$ cat src/rtl/trap_seq_pkg.sv
package trap_seq_pkg;
  typedef enum logic [2:0] {
    ST_IDLE, ST_LOG_A, ST_LOG_B, ST_FETCH_PC,
    ST_FETCH_PSW, ST_PUSH_PSW, ST_PUSH_PC, ST_HALT
  } seq_state_t;

  localparam logic [15:0] KERNEL_MASK = 16'h3FFF;
  localparam logic [15:0] PREV_CLEAR  = 16'hCFFF;
  localparam logic [7:0]  SR1_SP_DEC2 = 8'hF6;
endpackage

$ cat src/rtl/trap_psw_build.sv
module trap_psw_build #(
  parameter int DW = 16
) (
  input  logic [DW-1:0] vec_word,
  input  logic          ipl_en,
  input  logic [2:0]    ipl,
  input  logic [DW-1:0] old_psw,
  output logic [DW-1:0] new_psw
);
  import trap_seq_pkg::*;
  always_comb begin
    new_psw = vec_word & PREV_CLEAR;
    if (ipl_en) new_psw[7:5] = ipl;
    new_psw[13:12] = old_psw[15:14];
  end
endmodule

$ cat src/rtl/trap_log_gate.sv
module trap_log_gate #(
  parameter int DW = 16,
  parameter logic [DW-1:0] FAULT_VEC = 4
) (
  input  logic [DW-1:0] vector,
  input  logic [2:0]    sr0_top,
  output logic          log_en
);
  assign log_en = (sr0_top == 3'b000) && (vector != FAULT_VEC);
endmodule

$ cat src/rtl/trap_attempt_ctr.sv
module trap_attempt_ctr #(
  parameter int MAX_TRIES = 3,
  localparam int CW = $clog2(MAX_TRIES + 1)
) (
  input  logic clk,
  input  logic rst_n,
  input  logic start,
  input  logic fault,
  output logic terminal
);
  logic [CW-1:0] tries;
  always_ff @(posedge clk) begin
    if (!rst_n)     tries <= '0;
    else if (start) tries <= CW'(1);
    else if (fault) tries <= tries + CW'(1);
  end
  assign terminal = (tries >= CW'(MAX_TRIES - 1));
endmodule

$ cat src/rtl/trap_entry_seq.sv
module trap_entry_seq #(
  parameter int DW = 16,
  parameter logic [DW-1:0] FAULT_VEC = 4,
  parameter int MAX_TRIES = 3,
  parameter int SP_STEP = 2
) (
  input  logic          clk,
  input  logic          rst_n,
  input  logic          req_valid,
  output logic          req_ready,
  input  logic [DW-1:0] req_vector,
  input  logic          req_ipl_en,
  input  logic [2:0]    req_ipl,
  input  logic          req_is_irq,
  input  logic [DW-1:0] cur_psw,
  input  logic [DW-1:0] cur_pc,
  input  logic [DW-1:0] cur_sp,
  input  logic [DW-1:0] mmu_sr0,
  output logic          mem_req,
  output logic          mem_we,
  output logic [DW-1:0] mem_addr,
  output logic [DW-1:0] mem_wdata,
  input  logic          mem_ack,
  input  logic [DW-1:0] mem_rdata,
  input  logic          mem_fault,
  output logic          sr0_we,
  output logic          sr0_val,
  output logic          sr2_we,
  output logic [DW-1:0] sr2_data,
  output logic          sr1_we,
  output logic [7:0]    sr1_data,
  output logic [DW-1:0] pc_o,
  output logic [DW-1:0] psw_o,
  output logic [DW-1:0] sp_o,
  output logic          busy,
  output logic          done,
  output logic          halt
);
  import trap_seq_pkg::*;

  localparam logic [DW-1:0] STEP = DW'(SP_STEP);
  localparam logic [DW-1:0] PSW_OFS = DW'(2);

  seq_state_t state;
  logic [DW-1:0] vec_q, old_psw, old_pc, old_sp, wpsw, wsp, npc;
  logic ipl_en_q, is_irq_q;
  logic [2:0] ipl_q;
  logic accept, log_en, fault_hit, terminal, mem_phase;
  logic [DW-1:0] built_psw;

  assign accept    = (state == ST_IDLE) && req_valid;
  assign mem_phase = (state == ST_FETCH_PC) || (state == ST_FETCH_PSW) ||
                     (state == ST_PUSH_PSW) || (state == ST_PUSH_PC);
  assign fault_hit = mem_phase && mem_ack && mem_fault;

  trap_log_gate #(.DW(DW), .FAULT_VEC(FAULT_VEC)) u_log (
    .vector(req_vector), .sr0_top(mmu_sr0[15:13]), .log_en(log_en));

  trap_attempt_ctr #(.MAX_TRIES(MAX_TRIES)) u_tries (
    .clk(clk), .rst_n(rst_n), .start(accept), .fault(fault_hit),
    .terminal(terminal));

  trap_psw_build #(.DW(DW)) u_psw (
    .vec_word(mem_rdata), .ipl_en(ipl_en_q), .ipl(ipl_q),
    .old_psw(old_psw), .new_psw(built_psw));

  always_ff @(posedge clk) begin
    if (!rst_n) begin
      state <= ST_IDLE;
      vec_q <= '0; old_psw <= '0; old_pc <= '0; old_sp <= '0;
      wpsw <= '0; wsp <= '0; npc <= '0;
      ipl_en_q <= 1'b0; ipl_q <= '0; is_irq_q <= 1'b0;
      done <= 1'b0;
    end else begin
      done <= 1'b0;
      if (fault_hit) begin
        wsp <= old_sp;
        if (terminal) begin
          wpsw  <= old_psw;
          state <= ST_HALT;
        end else begin
          wpsw  <= old_psw & KERNEL_MASK;
          vec_q <= FAULT_VEC;
          state <= ST_FETCH_PC;
        end
      end else begin
        case (state)
          ST_IDLE: if (req_valid) begin
            vec_q    <= req_vector;
            ipl_en_q <= req_ipl_en;
            ipl_q    <= req_ipl;
            is_irq_q <= req_is_irq;
            old_psw  <= cur_psw;
            old_pc   <= cur_pc;
            old_sp   <= cur_sp;
            wsp      <= cur_sp;
            wpsw     <= cur_psw & KERNEL_MASK;
            state    <= log_en ? ST_LOG_A : ST_FETCH_PC;
          end
          ST_LOG_A: state <= ST_LOG_B;
          ST_LOG_B: state <= ST_FETCH_PC;
          ST_FETCH_PC: if (mem_ack) begin
            npc   <= mem_rdata;
            state <= ST_FETCH_PSW;
          end
          ST_FETCH_PSW: if (mem_ack) begin
            wpsw  <= built_psw;
            state <= ST_PUSH_PSW;
          end
          ST_PUSH_PSW: if (mem_ack) begin
            wsp   <= wsp - STEP;
            state <= ST_PUSH_PC;
          end
          ST_PUSH_PC: if (mem_ack) begin
            wsp   <= wsp - STEP;
            done  <= 1'b1;
            state <= ST_IDLE;
          end
          default: state <= ST_HALT;
        endcase
      end
    end
  end

  always_comb begin
    mem_addr  = wsp - STEP;
    mem_wdata = '0;
    unique case (state)
      ST_FETCH_PC:  mem_addr = vec_q;
      ST_FETCH_PSW: mem_addr = vec_q + PSW_OFS;
      ST_PUSH_PSW:  mem_wdata = old_psw;
      ST_PUSH_PC:   mem_wdata = old_pc;
      default: ;
    endcase
  end

  assign mem_req   = mem_phase;
  assign mem_we    = (state == ST_PUSH_PSW) || (state == ST_PUSH_PC);
  assign req_ready = (state == ST_IDLE);
  assign busy      = (state != ST_IDLE);
  assign halt      = (state == ST_HALT);
  assign sr0_we    = (state == ST_FETCH_PC) && mem_ack;
  assign sr0_val   = ~is_irq_q;
  assign sr2_we    = (state == ST_LOG_A);
  assign sr2_data  = vec_q;
  assign sr1_we    = (state == ST_LOG_A) || (state == ST_LOG_B);
  assign sr1_data  = SR1_SP_DEC2;
  assign pc_o      = npc;
  assign psw_o     = wpsw;
  assign sp_o      = wsp;
endmodule

$ cat config.mk
export PLATFORM = sky130hd
export DESIGN_NAME = trap_entry_seq
export DESIGN_NICKNAME = d
export VERILOG_FILES = /design/src/rtl/trap_seq_pkg.sv /design/src/rtl/trap_psw_build.sv /design/src/rtl/trap_log_gate.sv /design/src/rtl/trap_attempt_ctr.sv /design/src/rtl/trap_entry_seq.sv
export SDC_FILE = /design/constraint.sdc
export NUM_CORES = 1
export LEC_CHECK = 0
export ABC_CLOCK_PERIOD_IN_PS = 3900
export CORE_UTILIZATION = 45
export DETAILED_ROUTE_END_ITERATION = 8
export PLACE_DENSITY = 0.9
export SKIP_CTS_REPAIR_TIMING = 1
export SLEW_MARGIN = 20
export SYNTH_ARGS = -nofsm -noshare
export SYNTH_HDL_FRONTEND = slang
export SYNTH_SLANG_ARGS = --single-unit
$ cat constraint.sdc
create_clock -name clk -period 3.9 [get_ports clk]
set_input_delay 0.78 -clock clk [delete_from_list [all_inputs] [get_ports clk]]
set_output_delay 0.78 -clock clk [all_outputs]
set_load 0.05 [all_outputs]
## After elaboration in Yosys (flattened, before gate mapping)

Cells that the tools add are included.

- Bitwise gates (word level): 4
- Add/subtract/negate cells: 3
- Equality and inequality tests: 15
- Muxes and demuxes: 28
- Reductions and logical operators: 27
- $lt $le $gt $ge: 1

Operator list:

| cell | count |
|---|---|
| 2-to-1 mux 16 bit | 11 |
| one-hot mux 16 bit (2 select lines) | 4 |
| 2-to-1 mux 3 bit | 8 |
| one-hot mux 3 bit (7 select lines) | 1 |
| adder 16 x 2 -> 16 bit (second input constant) | 1 |
| inequality test 16 x 3 -> 1 bit (second input constant) | 1 |
| subtractor 16 x 2 -> 16 bit (second input constant) | 1 |
| AND reduction 3 bit | 5 |
| equality test 3 bit (second input constant) | 4 |
| inequality test 3 bit (second input constant) | 4 |
| nonzero test 3 bit | 3 |
| equality test 3 x 2 -> 1 bit (second input constant) | 2 |
| logical NOT 3 bit | 2 |
| nonzero test 2 bit | 3 |
| logical AND 1 bit | 5 |
| logical OR 1 bit | 5 |
| AND reduction 5 bit | 1 |
| inverter 1 bit | 4 |
| OR reduction 2 bit | 2 |
| equality test 3 x 1 -> 1 bit (second input constant) | 1 |
| 2-to-1 mux 1 bit | 3 |
| inequality test 3 x 1 -> 1 bit (second input constant) | 1 |
| inequality test 3 x 2 -> 1 bit (second input constant) | 1 |
| OR reduction 3 bit | 1 |
| other kinds (4) | 4 |

- Register bits after elaboration: 123
- Input bits: 106
- Output and inout port bits: 114

## Logic depth before layout (Yosys ltp)

Gate-level depths: netlist of the first run.

- Depth after elaboration: 8
- Gate-level depth with buffers: 8
- Depth with buffers taken out: 7

## Hierarchy

A second synthesis of the first run with hierarchy kept.

- Cells, all modules: 800
- Area, all modules: 6,206.0 um^2

By module, submodules not included:

| module | times used | sequential area each (um^2) | area each (um^2) | cells an instance |
|---|---|---|---|---|
| trap_entry_seq | 1 | 2,422.3 | 5,924.4 | 768 |
| trap_psw_build | 1 | 0.0 | 131.4 | 16 |
| trap_attempt_ctr | 1 | 40.0 | 101.3 | 10 |
| trap_log_gate | 1 | 0.0 | 48.8 | 6 |

## Worst setup path after synthesis of the first run

OpenSTA, ideal clock, no wires.

- Path type: register to output
- From: reg vec_q[1], in the netlist sr2_data[1]
- To: out mem_addr[10]
- Cell stages (with the launch flop): 5
- Data required time: 3.120 ns
- Setup slack: 0.608 ns
- Buffers on the path: 0
- Arrival time: 2.512 ns
- Path through: dfxtp_1 > nand4_1 > nor3_1 > nand2_1 > o21ai_0

- Longest elaborated chain between the ends: 2

RTL lines:

| element | RTL line | RTL |
|---|---|---|
| from (decl) | trap_entry_seq.sv:45 | `logic [DW-1:0] vec_q, old_psw, old_pc, old_sp, wpsw, wsp, npc;` |
| from (signal assigned) | trap_entry_seq.sv:89 | `vec_q <= req_vector;` |
| adder 16 x 2 -> 16 bit | trap_entry_seq.sv:130 | `ST_FETCH_PSW: mem_addr = vec_q + PSW_OFS;` |
| one-hot mux 16 bit (2 select lines) | trap_entry_seq.sv:128 | `unique case (state)` |
| to (decl) | trap_entry_seq.sv:21 | `output logic [DW-1:0] mem_addr,` |

Every way passes these cells.

## Worst setup path in the final report of the first run

- From: reg state[1]
- To: out mem_addr[12]

- Longest elaborated chain between the ends: 2
- Elaborated cells on any way between the ends: 3
- Classes of those cells: 2 x eq/ne; 1 x mux

RTL lines:

| element | RTL line | RTL |
|---|---|---|
| from (decl) | trap_entry_seq.sv:44 | `seq_state_t state;` |
| from (signal assigned) | trap_entry_seq.sv:98 | `state <= log_en ? ST_LOG_A : ST_FETCH_PC;` |
| equality test 3 bit / equality test 3 x 2 -> 1 bit (equally long branches) | trap_entry_seq.sv:128 |  |
| one-hot mux 16 bit (2 select lines) * | trap_entry_seq.sv:128 |  |

Every way passes the cells marked *; elsewhere a longest branch is shown, timed or not.

==> metrics.txt, run 1 <==
status completed; EDFF count, synth 0; pwr dens around 560 nW/um^2; Post-Route WL 20.9 mm; Clock transition at path regs 0.06 ns; Area Overhead vs Synth 41.8%; CTS tree built; CTS max path bufs 2; clk_skew ~0.005 ns; Avg Synthesized Cell Area between 7 and 8 sq um; vias per cell between 5 and 6; vias in the first global route ~6,000; post-synth cell types 72; Final ANT Viol Nets 0; die span in x approximately 120 microns; Main synth FF type dfxtp_1; Peak supply drop about 0.33 mV; cell taking the most area after synthesis dfxtp_1; Yosys warnings 0; Clock Latency Late Sink ~0.42 ns; dpl cells approximately 1,200; sequential area share after synthesis a little under 40%; Cell Chain, Critical Path or3b_2, buf_4, o221ai_1, clkdlybuf4s50_1; largest net degree at the start of global routing between 50 and 60; crit-path max FO 21; Max-cap violations 0; endpoint class of the critical path output pin; Slowest Stage Delay on Critical Path 0.86 ns; clk sinks ~120; DR pass1 iterations 5; routability cong. just over 0.9; final cell count without fillers 1,185; PortBufs between 150 and 200; initial antenna violation count 0; setup tns final 0 ns; RSZ-0062 raised after global routing no; Finish-stage setup viols 0; post-DP HPWL between 10 and 15 mm; core area ~13,000 sq um; WL/cell approximately 18 microns; Final Hold Fails 0; critical path arrival slightly below 3 ns; Crit path required time approximately 3.1 ns; vias between 6,000 and 7,000; DRC errors left 0; CP max stage cell clkdlybuf4s50_1; Post-Synthesis Cells 824; Final period util a little over nine tenths; max_slew headroom between 20% and 30%; async set-reset flop share out of synthesis 0%; fillers between 1,000 and 1,500; Yosys top cell area share approximately two fifths; first-pass GRT wire length between 30 and 40 mm; Slew Viols, Final 0; die area roughly 14,000 sq um; die height ~120 microns; DRT iter0 DRCs about 830; Clock Root Buffer clkbuf_16; crit path kind flop to output pin; Site Rows 42; H-tree Lvls 4; IO Count 220; Diodes inserted 0; Nets around 1,100; GRT overflow 0; synthesized cell area between 6000 and 7000 sq um; f_max ~270 MHz; All-Layer GR Usage between 20% and 30%; CP startpoint kind flop; P_leak between 3 and 4 nW; Initial Util 46.6%; minimum clock period roughly 3.7 ns; layout cells sized above 1 under 10%; worst hold-check path type flop to flop; Yosys reg bits approximately 120; worst slew pin tran roughly 1.1 ns; CTS buffer count 17; ranking of synthesized cells by area dfxtp_1 39%, nand2_1 13%, a21oi_1 7.5%, nor2_1 2.8%, o21ai_0 2.3%
==> layout make-up <==
class,count,area (sq um),area share (%)
tap,176,220,2.49
sequential,123,2460,27.8
inverter,11,42.5,0.480
clock buffer,24,492,5.55
clock inverter,6,111,1.26
timing repair buffer,220,2120,23.9
multi-input combinational,625,3410,38.5
==> cells in the mapped netlist (9+ instances only) <==
cell type / number
a211oi_1: 9
a21oi_1: 94
a22o_1: 16
a22oi_1: 19
a31oi_1: 16
buf_2: 18
buf_4: 13
clkbuf_1: 33
dfxtp_1: 123
nand2_1: 213
nand3_1: 27
nor2_1: 46
nor3_1: 10
o211ai_1: 16
o21ai_0: 29
o21ai_1: 9
xnor2_1: 10
==> critical path: cells and delay by family (launching register included) <==
family / cells / cell delay [ns]
AOI/OAI and AO/OA: 1 / 0.16
buffers and inverters: 2 / 1.13
DFF: 1 / 0.48
and+or+nand+nor: 1 / 0.71
==> where the power goes <==
part,switching [mW],internal [mW],total (mW)
logic,1.17,0.610,1.78
registers,0.139,1.38,1.52
clock network,0.560,1.06,1.62
==> stage by stage <==
step / hold slack (ns) / power [mW] / utilization, % / area, sq um / setup WS, ns
finish: 0.453 / 4.93 / 66.1 / 8860 / 0.201
global route: 0.472 / 5.10 / 66.1 / 8860 / 0.112
CTS: 0.454 / 4.92 / 66.1 / 8860 / 0.226
detailed placement: 0.447 / 3.30 / 61.6 / 8260 / 0.621
global placement: 0.438 / 3.28 / 61.6 / 8260 / 0.584
floorplan: 0.433 / 2.70 / - / 6270 / 0.608
==> final timing paths <==
| check | slack, ns | to | cells after the start | start |
|---|---|---|---|---|
| max | 0.20 | mem_addr[12] | 4 | state[1] |
| min | 0.45 | ipl_q[1] | 2 | ipl_q[1] |
| max reg2reg | 1.20 | sp_o[5] | 7 | state[0] |
| min reg2reg | 0.45 | ipl_q[1] | 2 | ipl_q[1] |
==> sequential cells by signal (all words and copies together), names as in the netlist, named ones only <==
register	cells
is_irq_q	1
old_sp	16
pc_o	16
psw_o	16
ipl_en_q	1
old_pc	16
sp_o	16
sr2_data	16
old_psw	16
ipl_q	3
state	2
u_tries.tries	2
done	1
==> placed cells by master, fill, tap and decap left out, types with 8 or more instances in the layout <==
cell type,count
xnor2_1,10
nand3_1,27
nand2_1,212
a22oi_1,19
nor2_1,46
o21ai_1,9
nor3_1,10
a22o_1,16
a211oi_1,9
clkdlybuf4s50_1,183
dfxtp_1,123
a21oi_1,94
o21ai_0,29
buf_4,36
o211ai_1,16
conb_1,8
clkbuf_16,17
a31oi_1,16
==> cells by family after synthesis <==
logic type	share of synthesized area [%]
mux	0.480
xor+xnor	2.38
flops	39.4
simple gates	25.3
fa+ha+maj	0.781
other cells	0.120
buf+inv	6.43
compound gates	25.1
==> per-layer routing <==
metal  global-route usage [%]  vias to the layer above  share of wire [%]
li1                         -                     3234                  -
met1                     39.2                     3229                 42
met2                     44.0                      352                 46
met3                     5.85                       57                8.3
met4                     14.3                        0                3.6
met5                        0                        -                  0
(Power assumes the default switching activity.)
==> run 2: changes to the inputs <==
--- a/config.mk
+++ b/config.mk
@@ -7,7 +7,9 @@
 export LEC_CHECK = 0
 export ABC_CLOCK_PERIOD_IN_PS = 3900
 export CORE_UTILIZATION = 45
+export CTS_CLUSTER_SIZE = 8
 export DETAILED_ROUTE_END_ITERATION = 8
+export GPL_TIMING_DRIVEN = 1
 export PLACE_DENSITY = 0.9
 export SKIP_CTS_REPAIR_TIMING = 1
 export SLEW_MARGIN = 20
==> results of run 2 <==
The final DEF is identical to that of run 1; final timing and power are the same.
==> run 3: changes to the inputs <==
--- a/config.mk
+++ b/config.mk
@@ -11,6 +11,7 @@
 export DETAILED_ROUTE_END_ITERATION = 8
 export GPL_TIMING_DRIVEN = 1
 export PLACE_DENSITY = 0.9
+export SETUP_SLACK_MARGIN = 0.15
 export SKIP_CTS_REPAIR_TIMING = 1
 export SLEW_MARGIN = 20
 export SYNTH_ARGS = -nofsm -noshare
==> run 3 against run 2 <==
- largest cell class unchanged
- clock power about the same
- global-route usage is the same
- power barely moved
- largest power group unchanged
- count of clock-buffer cells in the layout stayed put
==> metrics.txt, run 3 (synthesized netlist as in run 1, its figures left out) <==
WHS about 0.45 ns; Clock transition at path regs 0.06 ns; Max-cap violations 0; Final Hold Fails 0; largest net degree at the start of global routing 57; f_max 287 MHz; All-Layer GR Usage 29.0%; cells on worst reg2reg path 7; CP startpoint kind flop; P_leak ~3.3 nW; vias in the first global route ~6,100; CP startpoint sp_o[1]; Reg2Reg Setup Slack approximately 1.3 ns; max_slew headroom 26.6%; Site Rows between 40 and 50; Critical R2R Capture psw_o[8]; vias around 6,900; Area Overhead vs Synth 41.9%; die span in x roughly 120 microns; DRC errors left 0; clk_skew about 0.0046 ns; Slew Viols, Final 0; endpoint class of the critical path output pin; status completed; worst slew pin tran 1.10 ns; DR pass1 iterations 5; Final ANT Viol Nets 0; die height about 120 microns; hold depth 2; RSZ-0062 raised after global routing no; Initial Util roughly 47%; setup tns final 0 ns; FF-to-FF Start state[0]; Peak supply drop about 0.33 mV; worst hold-check path type flop to flop; CTS max path bufs 2; vias per cell approximately 5.8; commonest non-fill, non-tap cell in the layout nand2_1; core area approximately 13,000 sq um; H-tree Lvls 4; initial antenna violation count 0; post-DP HPWL between 10 and 15 mm; DRT iter0 DRCs 750; Diodes inserted 0; CTS buffer count 17; die area 14,400 sq um; crit-path max FO 6; hold path endpoint ipl_q[1]; layout cells sized above 1 ~8.6%; clk sinks approximately 120; routability cong. around 0.9; Finish-stage setup viols 0; Crit path required time ~3.1 ns; WL/cell between 15 and 20 microns; Clock Root Buffer clkbuf_16; CTS tree built; Final period util between 80% and 90%; most frequent cells in the layout 212 x nand2_1, 182 x clkdlybuf4s50_1, 122 x dfxtp_1, 94 x a21oi_1, 46 x nor2_1; GRT overflow 0; pwr dens between 500 and 600 nW/um^2; critical path arrival roughly 2.7 ns; Clock Latency Late Sink 0.42 ns; minimum clock period between 3 and 4 ns; hold_sp ipl_q[1]; PortBufs approximately 200; Post-Route WL approximately 21 mm; IO Count 220; first-pass GRT wire length roughly 32 mm; crit path kind flop to output pin; Nets 1,107
run 3: cell types whose count changed in the layout (fill, tap and decap cells not counted):
| cell | change |
|---|---|
| and3b_1 | -1 |
| and3b_2 | +1 |
| clkdlybuf4s50_1 | -1 |
| dfxtp_1 | -1 |
| dfxtp_2 | +1 |
| dlymetal6s2s_1 | +1 |
run 3: stage by stage:
| step | instances | utilization (%) | setup slack, ns | total power, mW | instance area (sq um) |
|---|---|---|---|---|---|
| final | 1185 | 66.2 | 0.420 | 4.93 | 8870 |
| after global routing | 1185 | 66.2 | 0.294 | 5.10 | 8870 |
| after CTS | 1185 | 66.1 | 0.226 | 4.92 | 8860 |
| after detailed placement | 1155 | 61.6 | 0.621 | 3.30 | 8260 |
| after global placement | 1155 | 61.6 | 0.584 | 3.28 | 8260 |
| after floorplan | 830 | - | 0.608 | 2.70 | 6270 |
run 3: report_power, final:
part | switching, mW | total (mW) | internal [mW]
clock | 0.557 | 1.62 | 1.07
combinational | 1.17 | 1.78 | 0.609
sequential | 0.139 | 1.52 | 1.38
total | 1.87 | 4.93 | 3.06
run 3: worst max-delay path by stage:
stage	endpoint	slack, ns
after floorplan	mem_addr[10]	0.61
after global placement	sr0_we	0.58
after detailed placement	sr0_we	0.62
after CTS	mem_addr[12]	0.23
after global routing	mem_addr[13]	0.29
final	mem_addr[15]	0.42
run 3: per-layer routing:
metal	global-route usage, %	vias up	part of all wire [%]
met1	39.2	3202	43
met2	44.0	371	45
met4	14.3	0	3.7
met5	0	-	0
li1	-	3237	-
met3	5.85	60	8.2
run 3: final cells by class:
type	count	area, sq um
sequential	123	2460
clock buffer	24	492
multi-input combinational	625	3410
inverter	11	42.5
tap	176	220
fill	1135	4530
clock inverter	6	111
timing repair buffer	220	2120
run 3: critical path: stages (launching register included):
cell and delay [ns]:
dfxtp_1 0.37, inv_1 0.14, ha_1 0.22, nor3b_1 0.48, nand4_1 0.18, xnor2_1 0.41, nand2_1 0.12, nand3_1 0.14
buf_4 0.21
